==> src/rtl/vpm_pkg.sv <==
package vpm_pkg;
  localparam int VPM_CNT_W   = 14;
  localparam int VPM_DATA_W  = 8;
  localparam int VPM_SYNC_N  = 2;

  typedef enum logic {
    REG_LO = 1'b0,
    REG_HI = 1'b1
  } vpm_reg_e;
endpackage

==> src/rtl/vpm_sync_edge.sv <==
module vpm_sync_edge #(
  parameter int STAGES = 2
) (
  input  logic clk,
  input  logic rst_n,
  input  logic async_in,
  output logic rise_evt
);
  logic [STAGES-1:0] chain;
  logic              prev_q;

  generate
    if (STAGES == 1) begin : g_one
      always_ff @(posedge clk or negedge rst_n) begin
        if (!rst_n) chain <= '0;
        else        chain <= async_in;
      end
    end else begin : g_many
      always_ff @(posedge clk or negedge rst_n) begin
        if (!rst_n) chain <= '0;
        else        chain <= {chain[STAGES-2:0], async_in};
      end
    end
  endgenerate

  always_ff @(posedge clk or negedge rst_n) begin
    if (!rst_n) prev_q <= 1'b0;
    else        prev_q <= chain[STAGES-1];
  end

  assign rise_evt = chain[STAGES-1] & ~prev_q;

  // one recognition per rising edge, never two adjacent cycles
  p_single_pulse_r8: assert property (@(posedge clk) disable iff (!rst_n)
    rise_evt |=> !rise_evt);
endmodule

==> src/rtl/vpm_period_counter.sv <==
module vpm_period_counter #(
  parameter int CNT_W = 14
) (
  input  logic             clk,
  input  logic             rst_n,
  input  logic             tick_en,
  input  logic             vs_evt,
  input  logic             clr_req,
  output logic [CNT_W-1:0] result,
  output logic [CNT_W-1:0] count,
  output logic             ovf_evt,
  output logic             ovf_flag
);
  localparam logic [CNT_W-1:0] CNT_MAX = '1;

  function automatic logic at_limit(input logic [CNT_W-1:0] c);
    return c == CNT_MAX;
  endfunction

  function automatic logic [CNT_W-1:0] next_count(
    input logic [CNT_W-1:0] c, input logic tick, input logic evt);
    if (evt)                      return '0;
    else if (tick && !at_limit(c)) return c + 1'b1;
    else                          return c;
  endfunction

  assign ovf_evt = tick_en & ~vs_evt & at_limit(count);

  always_ff @(posedge clk or negedge rst_n) begin
    if (!rst_n) begin
      count  <= '0;
      result <= '0;
    end else begin
      count <= next_count(count, tick_en, vs_evt);
      if (vs_evt) result <= count;
    end
  end

  always_ff @(posedge clk or negedge rst_n) begin
    if (!rst_n)       ovf_flag <= 1'b0;
    else if (ovf_evt) ovf_flag <= 1'b1;
    else if (clr_req) ovf_flag <= 1'b0;
  end

  p_incr_r1: assert property (@(posedge clk) disable iff (!rst_n)
    (tick_en && !vs_evt && !at_limit(count)) |=> count == $past(count) + 1'b1);
  p_hold_r1: assert property (@(posedge clk) disable iff (!rst_n)
    (!tick_en && !vs_evt) |=> $stable(count));
  p_latch_r2: assert property (@(posedge clk) disable iff (!rst_n)
    vs_evt |=> (result == $past(count)) && (count == '0));
  p_keep_r2: assert property (@(posedge clk) disable iff (!rst_n)
    !vs_evt |=> $stable(result));
  p_saturate_r4: assert property (@(posedge clk) disable iff (!rst_n)
    (at_limit(count) && !vs_evt) |=> at_limit(count));
  p_set_r4: assert property (@(posedge clk) disable iff (!rst_n)
    ovf_evt |=> ovf_flag);
  p_sticky_r5: assert property (@(posedge clk) disable iff (!rst_n)
    (ovf_flag && !clr_req) |=> ovf_flag);
  p_clear_r5: assert property (@(posedge clk) disable iff (!rst_n)
    (clr_req && !ovf_evt) |=> !ovf_flag);
  p_coincide_r7: assert property (@(posedge clk) disable iff (!rst_n)
    (vs_evt && clr_req) |=> (result == $past(count)) && !ovf_flag);
endmodule

==> src/rtl/vpm_regs.sv <==
module vpm_regs #(
  parameter int CNT_W  = 14,
  parameter int DATA_W = 8
) (
  input  logic              addr,
  input  logic              wr_en,
  input  logic [DATA_W-1:0] wdata,
  input  logic [CNT_W-1:0]  result,
  input  logic              ovf_flag,
  output logic [DATA_W-1:0] rdata,
  output logic              clr_req
);
  import vpm_pkg::*;

  localparam int FLAG_BIT = DATA_W - 1;
  localparam int CLR_BIT  = DATA_W - 2;
  localparam int HI_W     = CNT_W - DATA_W;

  function automatic logic [DATA_W-1:0] pack_hi(
    input logic [CNT_W-1:0] r, input logic f);
    logic [DATA_W-1:0] b;
    b = '0;
    b[HI_W-1:0] = r[CNT_W-1:DATA_W];
    b[FLAG_BIT] = f;
    return b;
  endfunction

  assign clr_req = wr_en & (addr == REG_HI) & wdata[CLR_BIT];

  always_comb begin
    if (addr == REG_HI) rdata = pack_hi(result, ovf_flag);
    else                rdata = result[DATA_W-1:0];
  end
endmodule

==> src/rtl/vpm_top.sv <==
module vpm_top #(
  parameter int CNT_W   = vpm_pkg::VPM_CNT_W,
  parameter int DATA_W  = vpm_pkg::VPM_DATA_W,
  parameter int SYNC_N  = vpm_pkg::VPM_SYNC_N
) (
  input  logic              clk,
  input  logic              rst_n,
  input  logic              tick_en,
  input  logic              vsync_in,
  input  logic              reg_addr,
  input  logic              reg_wr_en,
  input  logic [DATA_W-1:0] reg_wdata,
  output logic [DATA_W-1:0] reg_rdata,
  output logic              ovf_flag
);
  logic             vs_evt;
  logic             clr_req;
  logic             ovf_evt;
  logic [CNT_W-1:0] result;
  logic [CNT_W-1:0] count;

  vpm_sync_edge #(.STAGES(SYNC_N)) u_sync (
    .clk      (clk),
    .rst_n    (rst_n),
    .async_in (vsync_in),
    .rise_evt (vs_evt)
  );

  vpm_period_counter #(.CNT_W(CNT_W)) u_cnt (
    .clk      (clk),
    .rst_n    (rst_n),
    .tick_en  (tick_en),
    .vs_evt   (vs_evt),
    .clr_req  (clr_req),
    .result   (result),
    .count    (count),
    .ovf_evt  (ovf_evt),
    .ovf_flag (ovf_flag)
  );

  vpm_regs #(.CNT_W(CNT_W), .DATA_W(DATA_W)) u_regs (
    .addr     (reg_addr),
    .wr_en    (reg_wr_en),
    .wdata    (reg_wdata),
    .result   (result),
    .ovf_flag (ovf_flag),
    .rdata    (reg_rdata),
    .clr_req  (clr_req)
  );

  // a write that is not a clear leaves the flag alone
  p_noclear_r6: assert property (@(posedge clk) disable iff (!rst_n)
    (reg_wr_en && !clr_req && ovf_flag) |=> ovf_flag);
endmodule

==> config.mk <==
export PLATFORM = sky130hd
export DESIGN_NAME = vpm_top
export DESIGN_NICKNAME = d
export VERILOG_FILES = /design/src/rtl/vpm_pkg.sv /design/src/rtl/vpm_sync_edge.sv /design/src/rtl/vpm_period_counter.sv /design/src/rtl/vpm_regs.sv /design/src/rtl/vpm_top.sv
export SDC_FILE = /design/constraint.sdc
export NUM_CORES = 1
export LEC_CHECK = 0
export BUFFER_PORTS_ARGS = -buffer_cell sky130_fd_sc_hd__buf_4
export CAP_MARGIN = 30
export CORE_MARGIN = 10
export CORE_UTILIZATION = 36
export CTS_CLUSTER_SIZE = 28
export DETAILED_ROUTE_END_ITERATION = 8
export PLACE_DENSITY = 0.55
export SETUP_SLACK_MARGIN = 0.5
export SYNTH_ARGS = -nofsm -noshare
export SYNTH_HDL_FRONTEND = slang
export SYNTH_SLANG_ARGS = --single-unit
==> constraint.sdc <==
create_clock -name clk -period 2.55 [get_ports clk]
set_input_delay 0.51 -clock clk [delete_from_list [all_inputs] [get_ports clk]]
set_output_delay 0.51 -clock clk [all_outputs]
set_load 0.05 [all_outputs]
==> qor.csv <==
metric,value,unit
Pins Over Slew Limit,0,
Final nets,194,
top cell type's share of synthesized area,0.523,
final setup TNS,0,ns
clk buf depth,2,
critical path startpoint category,register,
leak pwr,0.870,nW
Max Cap Viol,0,
first-pass GRT wire length,5.70,mm
post-synthesis mux area share,0.0646,
Adder-Cell Fraction of Synth Area,0.00818,
syn_nets,178,
# setup viols final,0,
drt drc,0,
DR WL/cell,14.0,um
syn avg cell area,9.39,sq um
Ys Warns,0,
post-route ant nets,0,
crit path kind,register to register,
crit share post-route,0.682,
Post-synth top flop,dfrtp_1,
Inst Count DP,222,
simple-gate share of the synthesized area,0.284,
share of cells above drive strength 1,0.200,
total global routing overflow,0,
post-synth cell types,28,
Via density,5.23,
#FFs+latches synth,32,
unrepaired setup endpoints after global routing,false,
CP endpoint kind,register,
GP Congestion,0.814,
Port-buffer cells,15,
cell area after synthesis,1530,sq um
max frequency,575,MHz
Post-synth EDFFs,0,
area grow syn2layout,18.2,%
final std cells w/o fill,230,
drt pass-1 iters,4,
Placement Cell Area,1680,sq um
Clock transition at path regs,0.07,ns
die height,85.2,um
clk sink count,32,
ANT cells,0,
Slew HR,0.576,
I/O Pins,23,
Finished Core Util,0.446,
Slew @ Worst Pin,0.636,ns
cts hold-fix bufs,0,
"Arr. time, crit path",1.95,ns
die width,85.2,um
final WL,3.22,mm
initial antenna violation count,0,
status,"finished, final reports clean",
core box area,4060,sq um
hold crit path type,primary input to async pin,
Cells after Synth,163,
Tmin final,1.74,ns
row count,23,
Via Count,1203,
Final Cell Area,1810,sq um
Worst IR Drop VDD,0.426,mV
list of most frequent post-synthesis cells,"nand2_1 (51), dfrtp_1 (32), a21oi_1 (11)",
largest family of logic cells by synthesized area,simple AND/OR/NAND/NOR gates,
gr usage total,0.0941,
Fin. Hold Viols,0,
clk_lat worst skew,0.28,ns
CTS Buf Count,5,
Root Buffer,clkbuf_8,
CP Max Fanout,10,
initial core utilization,0.377,
post-CTS resize count,0,
Post-CTS Setup Bufs,0,
xor/xnor cell area share of the yosys netlist,0,
vias in the first global route,1216,
post-synthesis compound-gate area fraction,0.0883,
Worst Skew,0.00457,ns
pin count of the biggest net entering global routing,33,
ys async rst share,1.00,
Hold WS,0.159,ns
die area,7260,sq um
post-synth top area cell,dfrtp_1,
Clock H-tree levels,2,
fill cell count,403,
most frequent cell after synthesis,nand2_1,
"top cells by area, synth","dfrtp_1 (52%), nand2_1 (13%), mux2_2 (5.2%), a21oi_1 (3.6%), o31ai_1 (2.5%)",
DR iter-0 viols,80,
Worst R2R Path Depth,6,
Post-DP HPWL,2.30,mm
Worst Path Required,2.76,ns
TritonCTS clock tree,yes,
Power Dens Cells,665,nW/um^2
"Seq/Total Area, Yosys",0.523,
## worst max-delay path, cell delays in order (launching register included)
cell and delay, ns:
dfrtp_1 0.44, ha_1 0.25, nand2_1 0.10, nor4_2 0.06, buf_4 0.16, or4_1 0.49, a21oi_1 0.16
## logic make-up after synthesis
group	after synthesis
AND/OR/NAND/NOR	88
flip-flops	32
AO/OA/AOI/OAI	23
buffers and inverters	10
multiplexers	9
adder cells (fa/ha/maj)	1
## power breakdown
part / total, mW / internal [mW] / switching [mW]
clock: 0.528 / 0.345 / 0.183
sequential: 0.559 / 0.533 / 0.0256
combinational: 0.117 / 0.0410 / 0.0755
## metal layers
metal / global-route usage / wire [um] / vias up
met5: 0 / 0 / -
met4: 0.0359 / 19 / 0
met3: 0.0344 / 168 / 2
met2: 0.142 / 1410 / 25
met1: 0.119 / 1630 / 578
li1: - / - / 598
## sequential cells by signal (all words and copies together), names as in the netlist
signal          cells
u_cnt.count        14
u_cnt.ovf_flag      1
u_cnt.result       14
u_sync.chain        2
u_sync.prev_q       1
## cells in the final DEF (no fill, tap or decap), drive strengths merged
master  Yosys  routed
a211oi      1       1
and2        2       2
dfrtp      32      32
and4        2       2
nor4        2       2
nand4       6       6
nand3       6       6
mux2        7       7
bufinv      0       1
nand2b      2       2
and3        2       2
a21oi      11      11
inv         1       1
ha          1       1
buf         3      18
clkbuf      6       7
nand2      51      51
mux2i       2       2
nor2        2       2
o21ai       6       6
nor2b       2       2
or4         5       5
or3         6       6
o31ai       5       5
## stage by stage
| stage | total power [mW] | setup WS (ns) |
|---|---|---|
| 4_1_cts | 1.22 | 0.827 |
| 5_1_grt | 1.26 | 0.685 |
| 2_1_floorplan | 0.637 | 0.612 |
| 6_report | 1.20 | 0.810 |
| 3_3_place_gp | 0.679 | 0.827 |
| 3_5_place_dp | 0.688 | 0.825 |
## final timing paths
path	slack (ns)	start	endpoint
worst max-delay path	0.81	u_cnt.count[0]	u_cnt.count[13]
worst min-delay path	0.16	rst_n	u_cnt.result[8]
worst min register to register	0.35	u_sync.chain[0]	u_sync.chain[1]
min in group clk	0.33	vsync_in	u_sync.chain[0]
worst max register to register	0.81	u_cnt.count[0]	u_cnt.count[13]
max in group asynchronous	2.10	rst_n	u_cnt.count[4]
## final cells by class
cell class / instances / area (sq um) / area share
flip-flops and latches: 32 / 801 / 0.443
multi-input cells: 121 / 681 / 0.376
repair buffers: 18 / 135 / 0.0747
clock buffers: 7 / 96.3 / 0.0533
well taps: 50 / 62.6 / 0.0346
clock inverters: 1 / 30.0 / 0.0166
inverters: 1 / 3.75 / 0.00207
Power figures use the tool's default switching activity.
